### src/rtl/pcg_rxs_pkg.sv
package pcg_rxs_pkg;

    localparam int unsigned STATE_W    = 32;
    localparam int unsigned CNT_W      = 4;
    localparam int unsigned BASE_SHIFT = 4;
    localparam int unsigned TAIL_SHIFT = 22;

    localparam logic [STATE_W-1:0] LCG_MUL  = 32'd747796405;
    localparam logic [STATE_W-1:0] PERM_MUL = 32'd277803737;

    typedef enum logic [0:0] {
        PH_WARM = 1'b0,
        PH_RUN  = 1'b1
    } phase_t;

    function automatic logic [STATE_W-1:0] lcg_advance(
        input logic [STATE_W-1:0] s,
        input logic [STATE_W-1:0] inc
    );
        return s * LCG_MUL + inc;
    endfunction

endpackage

### src/rtl/pcg_rxs_core.sv
module pcg_rxs_core
    import pcg_rxs_pkg::*;
#(
    parameter logic [STATE_W-1:0] RESET_SEED = 32'h1234_5678,
    parameter logic [STATE_W-1:0] INCREMENT  = 32'd2891336453
) (
    input  logic               clk,
    input  logic               rst_n,
    input  logic               load_en,
    input  logic [STATE_W-1:0] load_seed,
    input  logic               step_req,
    output logic               take_o,
    output logic [STATE_W-1:0] cur_o,
    output phase_t             phase_o
);

    phase_t             phase_q, phase_d;
    logic [STATE_W-1:0] state_q, state_d;

    // state register
    always_ff @(posedge clk or negedge rst_n) begin
        if (!rst_n) begin
            phase_q <= PH_WARM;
            state_q <= RESET_SEED + INCREMENT;
        end else begin
            phase_q <= phase_d;
            state_q <= state_d;
        end
    end

    // transitions
    always_comb begin
        phase_d = phase_q;
        state_d = state_q;
        if (load_en) begin
            phase_d = PH_WARM;
            state_d = load_seed + INCREMENT;
        end else begin
            unique case (phase_q)
                PH_WARM: begin
                    phase_d = PH_RUN;
                    state_d = lcg_advance(state_q, INCREMENT);
                end
                PH_RUN: begin
                    if (step_req) begin
                        state_d = lcg_advance(state_q, INCREMENT);
                    end
                end
                default: begin
                    phase_d = PH_WARM;
                end
            endcase
        end
    end

    // outputs
    always_comb begin
        take_o  = step_req && !load_en && (phase_q == PH_RUN);
        cur_o   = state_q;
        phase_o = phase_q;
    end

endmodule

### src/rtl/pcg_rxs_xshift.sv
module pcg_rxs_xshift
    import pcg_rxs_pkg::*;
(
    input  logic [STATE_W-1:0] x_i,
    output logic [STATE_W-1:0] y_o
);

    logic [CNT_W-1:0]   cnt;
    logic [STATE_W-1:0] stg [0:CNT_W];

    assign cnt    = x_i[STATE_W-1 -: CNT_W];
    assign stg[0] = x_i >> BASE_SHIFT;

    for (genvar i = 0; i < CNT_W; i++) begin : g_lvl
        assign stg[i+1] = cnt[i] ? (stg[i] >> (1 << i)) : stg[i];
    end

    assign y_o = x_i ^ stg[CNT_W];

endmodule

### src/rtl/pcg_rxs_mulxs.sv
module pcg_rxs_mulxs
    import pcg_rxs_pkg::*;
(
    input  logic [STATE_W-1:0] x_i,
    output logic [STATE_W-1:0] z_o
);

    logic [STATE_W-1:0] prod;

    assign prod = x_i * PERM_MUL;
    assign z_o  = prod ^ (prod >> TAIL_SHIFT);

endmodule

### src/rtl/pcg_rxs_gen.sv
module pcg_rxs_gen
    import pcg_rxs_pkg::*;
#(
    parameter bit                 PIPE       = 1'b1,
    parameter logic [STATE_W-1:0] RESET_SEED = 32'h1234_5678,
    parameter logic [STATE_W-1:0] INCREMENT  = 32'd2891336453
) (
    input  logic               clk,
    input  logic               rst_n,
    input  logic               load_en,
    input  logic [STATE_W-1:0] load_seed,
    input  logic               step_req,
    output logic [STATE_W-1:0] rnd_data,
    output logic               rnd_valid
);

    logic               take;
    logic [STATE_W-1:0] state_q;
    phase_t             phase_q;
    logic [STATE_W-1:0] xs_val;
    logic [STATE_W-1:0] mid_val;
    logic               mid_vld;
    logic [STATE_W-1:0] perm_val;

    pcg_rxs_core #(
        .RESET_SEED (RESET_SEED),
        .INCREMENT  (INCREMENT)
    ) u_core (
        .clk       (clk),
        .rst_n     (rst_n),
        .load_en   (load_en),
        .load_seed (load_seed),
        .step_req  (step_req),
        .take_o    (take),
        .cur_o     (state_q),
        .phase_o   (phase_q)
    );

    pcg_rxs_xshift u_xs (
        .x_i (state_q),
        .y_o (xs_val)
    );

    if (PIPE) begin : g_pipe
        logic [STATE_W-1:0] s1_q;
        logic               s1_v;
        always_ff @(posedge clk or negedge rst_n) begin
            if (!rst_n) begin
                s1_q <= '0;
                s1_v <= 1'b0;
            end else begin
                s1_v <= take;
                if (take) s1_q <= xs_val;
            end
        end
        assign mid_val = s1_q;
        assign mid_vld = s1_v;
    end else begin : g_comb
        assign mid_val = xs_val;
        assign mid_vld = take;
    end

    pcg_rxs_mulxs u_mx (
        .x_i (mid_val),
        .z_o (perm_val)
    );

    always_ff @(posedge clk or negedge rst_n) begin
        if (!rst_n) begin
            rnd_data  <= '0;
            rnd_valid <= 1'b0;
        end else begin
            rnd_valid <= mid_vld;
            if (mid_vld) rnd_data <= perm_val;
        end
    end

endmodule

### config.mk
export PLATFORM = sky130hd
export DESIGN_NAME = pcg_rxs_gen
export DESIGN_NICKNAME = d
export VERILOG_FILES = /design/src/rtl/pcg_rxs_pkg.sv /design/src/rtl/pcg_rxs_core.sv /design/src/rtl/pcg_rxs_xshift.sv /design/src/rtl/pcg_rxs_mulxs.sv /design/src/rtl/pcg_rxs_gen.sv
export SDC_FILE = /design/constraint.sdc
export NUM_CORES = 2
export LEC_CHECK = 0
export BUFFER_PORTS_ARGS = -buffer_cell sky130_fd_sc_hd__buf_2
export CAP_MARGIN = 20
export CORE_MARGIN = 3
export CORE_UTILIZATION = 25
export CTS_BUF_LIST = sky130_fd_sc_hd__clkbuf_8
export DETAILED_ROUTE_END_ITERATION = 7
export GPL_TIMING_DRIVEN = 0
export REMOVE_ABC_BUFFERS = 1
export SLEW_MARGIN = 15
export SYNTH_ARGS = -nofsm -noshare
export SYNTH_HDL_FRONTEND = slang
export SYNTH_SLANG_ARGS = --single-unit
### constraint.sdc
create_clock -name clk -period 7.3 [get_ports clk]
set_input_delay 1.095 -clock clk [delete_from_list [all_inputs] [get_ports clk]]
set_output_delay 1.095 -clock clk [all_outputs]
set_load 0.05 [all_outputs]
==> run metrics <==
DRT iter0 DRCs 1007; vias in the first global route 17800; Die Outline Area 99700 µm²; pin count of the biggest net entering global routing 65; share of the core filled with cells in the final layout 28.4%; Layout area overhead 12.6%; DR DRC count 0; DRT Wirelength 62.5 mm; CTS max path bufs 2; GRT Overall Usage 13.0%; crit-path most repeated cell sky130_fd_sc_hd__fa_1; routed length per placed instance 16.2 µm; crit-path max cell delay 0.65 ns; flop2flop setup slack 0.19 ns; number of standard-cell rows in the floorplan 113; Fmax 0.141 GHz; number of nets with antenna violations after routing 0; dominant combinational cell family by area after synthesis adder cells; number of buffer and inverter stages on the critical path 4; simple logic cell fraction of the synthesized area 5.07%; post-synthesis average cell area 9.62 µm²; CTS tree built; CTS Hold Bufs 0; number of enable-type register cells in the synthesized netlist 0; final setup violating endpoints 0; Die X 316 µm; layout cells sized above 1 11.7%; hold_ws 0.510 ns; weighted congestion reported at the end of routability-driven placement 0.918; nets@finish 3429; run status completed; Max Fanout on Critical Path 6; first drt pass iteration count 7; CP Launch Type flip-flop; quantity of I/O buffers inserted on ports 68; count of pins over their slew limit 0; number of vias in the routed layout 16800; classification of the worst-slack hold path primary input to async pin; asr flop ratio synth 100%; # clock sinks 99; transition time at the pin with the least slew margin 1.11 ns; count of pins on the block boundary 69; arrival time worst endpoint 7.45 ns; type of the setup path with the least slack flip-flop to flip-flop; DR vias/cell 4.33; critical path endpoint category flip-flop; post-route cell area 27000 µm²; worst slack after detailed placement -0.871 ns; Worst-Skew Late Latency 0.45 ns; most common cell after layout, fill and taps aside sky130_fd_sc_hd__inv_1; most used cells in the layout excluding fill and tap cells sky130_fd_sc_hd__inv_1, sky130_fd_sc_hd__fa_1, sky130_fd_sc_hd__ha_1, sky130_fd_sc_hd__xnor2_1, sky130_fd_sc_hd__nand2_1; critical path required time 7.64 ns; final cycle utilization of the critical path 97.3%; GRT Residual Overflow 0; share of the synthesized area in compound gates (AO/OA/AOI/OAI) 8.18%; mux share of post-synthesis cell area 3.05%; Final Hold Violating Endpoints 0; number of standard cells after synthesis 2493; Mapped Area 24000 µm²; predominant post-synthesis flop cell sky130_fd_sc_hd__dfrtp_1; Adder-Cell Fraction of Synth Area 54.8%; crit path cell chain clkinvlp_4, fa_1, fa_1, fa_1, inv_1, fa_1, fa_1, fa_1, fa_1, inv_1, fa_1, inv_1, ha_2, nand3_1, or4_1, o32a_1, nand3_1, a21oi_1, xor2_1, o21ai_2; RSZ-0062 raised after global routing true; crit path time final 7.11 ns; Max Cap Violations 0; fillers 10100; die height 316 µm; setup slack after layout 0.195 ns; slew margin rel. 26.2%; count of warnings emitted by yosys 0; placed cell area 25900 µm²; number of H-tree levels 3; hpwl dp 53.1 mm; Synth Register Bits 99; Final Skew 0.0272 ns; count of distinct cell types in the synthesized netlist 65; wire length of the first global-routing pass 100 mm; clock transition at the register clock pins on the worst setup and hold paths after CTS 0.13 ns; Slowest-stage cell, CP sky130_fd_sc_hd__dfstp_4; core area 95200 µm²; antenna violations before repair 1; share of synthesized area occupied by flip-flops and latches 10.4%; synthesized-area fraction occupied by xor and xnor cells 6.63%; CTS Root Buffer Type sky130_fd_sc_hd__clkbuf_8; effective utilization at floorplan 25.2%; family with the most delay on the worst path adder cells; CTS buffer count 9
routing by layer:
layer / wire length, µm / global-route usage (%) / up-vias
met5: 0 / 0 / -
met3: 3310 / 1.65 / 54
met4: 1050 / 2.76 / 0
met1: 28600 / 18.3 / 8417
met2: 29600 / 21.3 / 358
li1: - / - / 7926
through the flow:
stage | cells | TNS [ns]
after floorplan | 2445 | 0
after global placement | 3778 | -6.63
after detailed placement | 3782 | -6.19
after CTS | 3802 | -0.317
after global routing | 3869 | -0.0596
final | 3869 | 0
what timing repair did:
item                       4_1_cts  5_1_grt
gates resized for setup         38       78
setup endpoints to repair       26       27
setup buffers                    4       65
pin swaps                        1       12
cells in the mapped netlist, types with 5 or more instances:
library cell / instances / share of area (%)
sky130_fd_sc_hd__mux2_2: 22 / 1.0
sky130_fd_sc_hd__o21a_1: 10 / 0.31
sky130_fd_sc_hd__o21ai_0: 89 / 1.9
sky130_fd_sc_hd__ha_1: 370 / 19
sky130_fd_sc_hd__nand2_1: 120 / 1.9
sky130_fd_sc_hd__xnor2_1: 144 / 5.3
sky130_fd_sc_hd__o211ai_1: 9 / 0.28
sky130_fd_sc_hd__mux4_2: 7 / 0.66
sky130_fd_sc_hd__dfstp_2: 18 / 2.0
sky130_fd_sc_hd__a21o_1: 17 / 0.53
sky130_fd_sc_hd__a311oi_1: 5 / 0.18
sky130_fd_sc_hd__inv_1: 708 / 11
sky130_fd_sc_hd__nand3_1: 22 / 0.46
sky130_fd_sc_hd__o31ai_1: 5 / 0.16
sky130_fd_sc_hd__clkbuf_1: 44 / 0.69
sky130_fd_sc_hd__a21oi_1: 102 / 2.1
sky130_fd_sc_hd__and2_1: 8 / 0.21
sky130_fd_sc_hd__nand2b_1: 8 / 0.21
sky130_fd_sc_hd__dfrtp_1: 81 / 8.4
sky130_fd_sc_hd__a31oi_1: 12 / 0.31
sky130_fd_sc_hd__a211oi_1: 23 / 0.72
sky130_fd_sc_hd__nor2_1: 83 / 1.3
sky130_fd_sc_hd__nor3_1: 10 / 0.21
sky130_fd_sc_hd__o21bai_1: 9 / 0.28
sky130_fd_sc_hd__xor2_1: 35 / 1.3
sky130_fd_sc_hd__mux2i_1: 31 / 1.3
sky130_fd_sc_hd__fa_1: 425 / 35
flip-flops by register name (all words and copies together), names as in the netlist:
name / cells
u_core.cur_o: 32
g_pipe.s1_q: 32
rnd_data: 32
u_core.phase_o: 1
g_pipe.s1_v: 1
rnd_valid: 1
logic make-up after synthesis:
logic type                 count (synthesis)
and+or+nand+nor                          279
DFF                                       99
xor gates and xnor gates                 180
AOI/OAI and AO/OA                        319
adders and majority gates                795
muxes                                     61
buffers and inverters                    760
final timing paths:
| check | startpoint | to | cells after the start |
|---|---|---|---|
| setup / recovery | u_core.cur_o[17] | u_core.cur_o[28] | 20 |
| hold / removal | rst_n | rnd_data[24] | 1 |
| setup reg to reg | u_core.cur_o[17] | u_core.cur_o[28] | 20 |
| hold reg to reg | g_pipe.s1_q[30] | g_pipe.s1_q[30] | 2 |
| max in group asynchronous | rst_n | u_core.cur_o[8] | 2 |
| min in group clk | g_pipe.s1_q[30] | g_pipe.s1_q[30] | 2 |
final cells by class:
cell class	count	area [µm²]	share of cell area, %
multi-input cells	1634	19000	70.2
inverters	712	2680	9.93
flip-flops and latches	99	2590	9.57
well taps	1265	1580	5.86
repair buffers	142	977	3.62
clock buffers	9	124	0.458
clock inverters	7	105	0.389
diodes	1	2.50	0.00926
worst reg2reg max path, delay by kind of cell (launching register included):
kind,cells,cell delay (ns)
buf+inv,4,0.31
compound gates,3,0.54
flops,1,0.65
simple gates,3,0.77
xor+xnor,1,0.15
fa+ha+maj,9,4.61
Power is not shown: default switching activity piles up to over one toggle a cycle in this logic, so the estimate is an artifact.
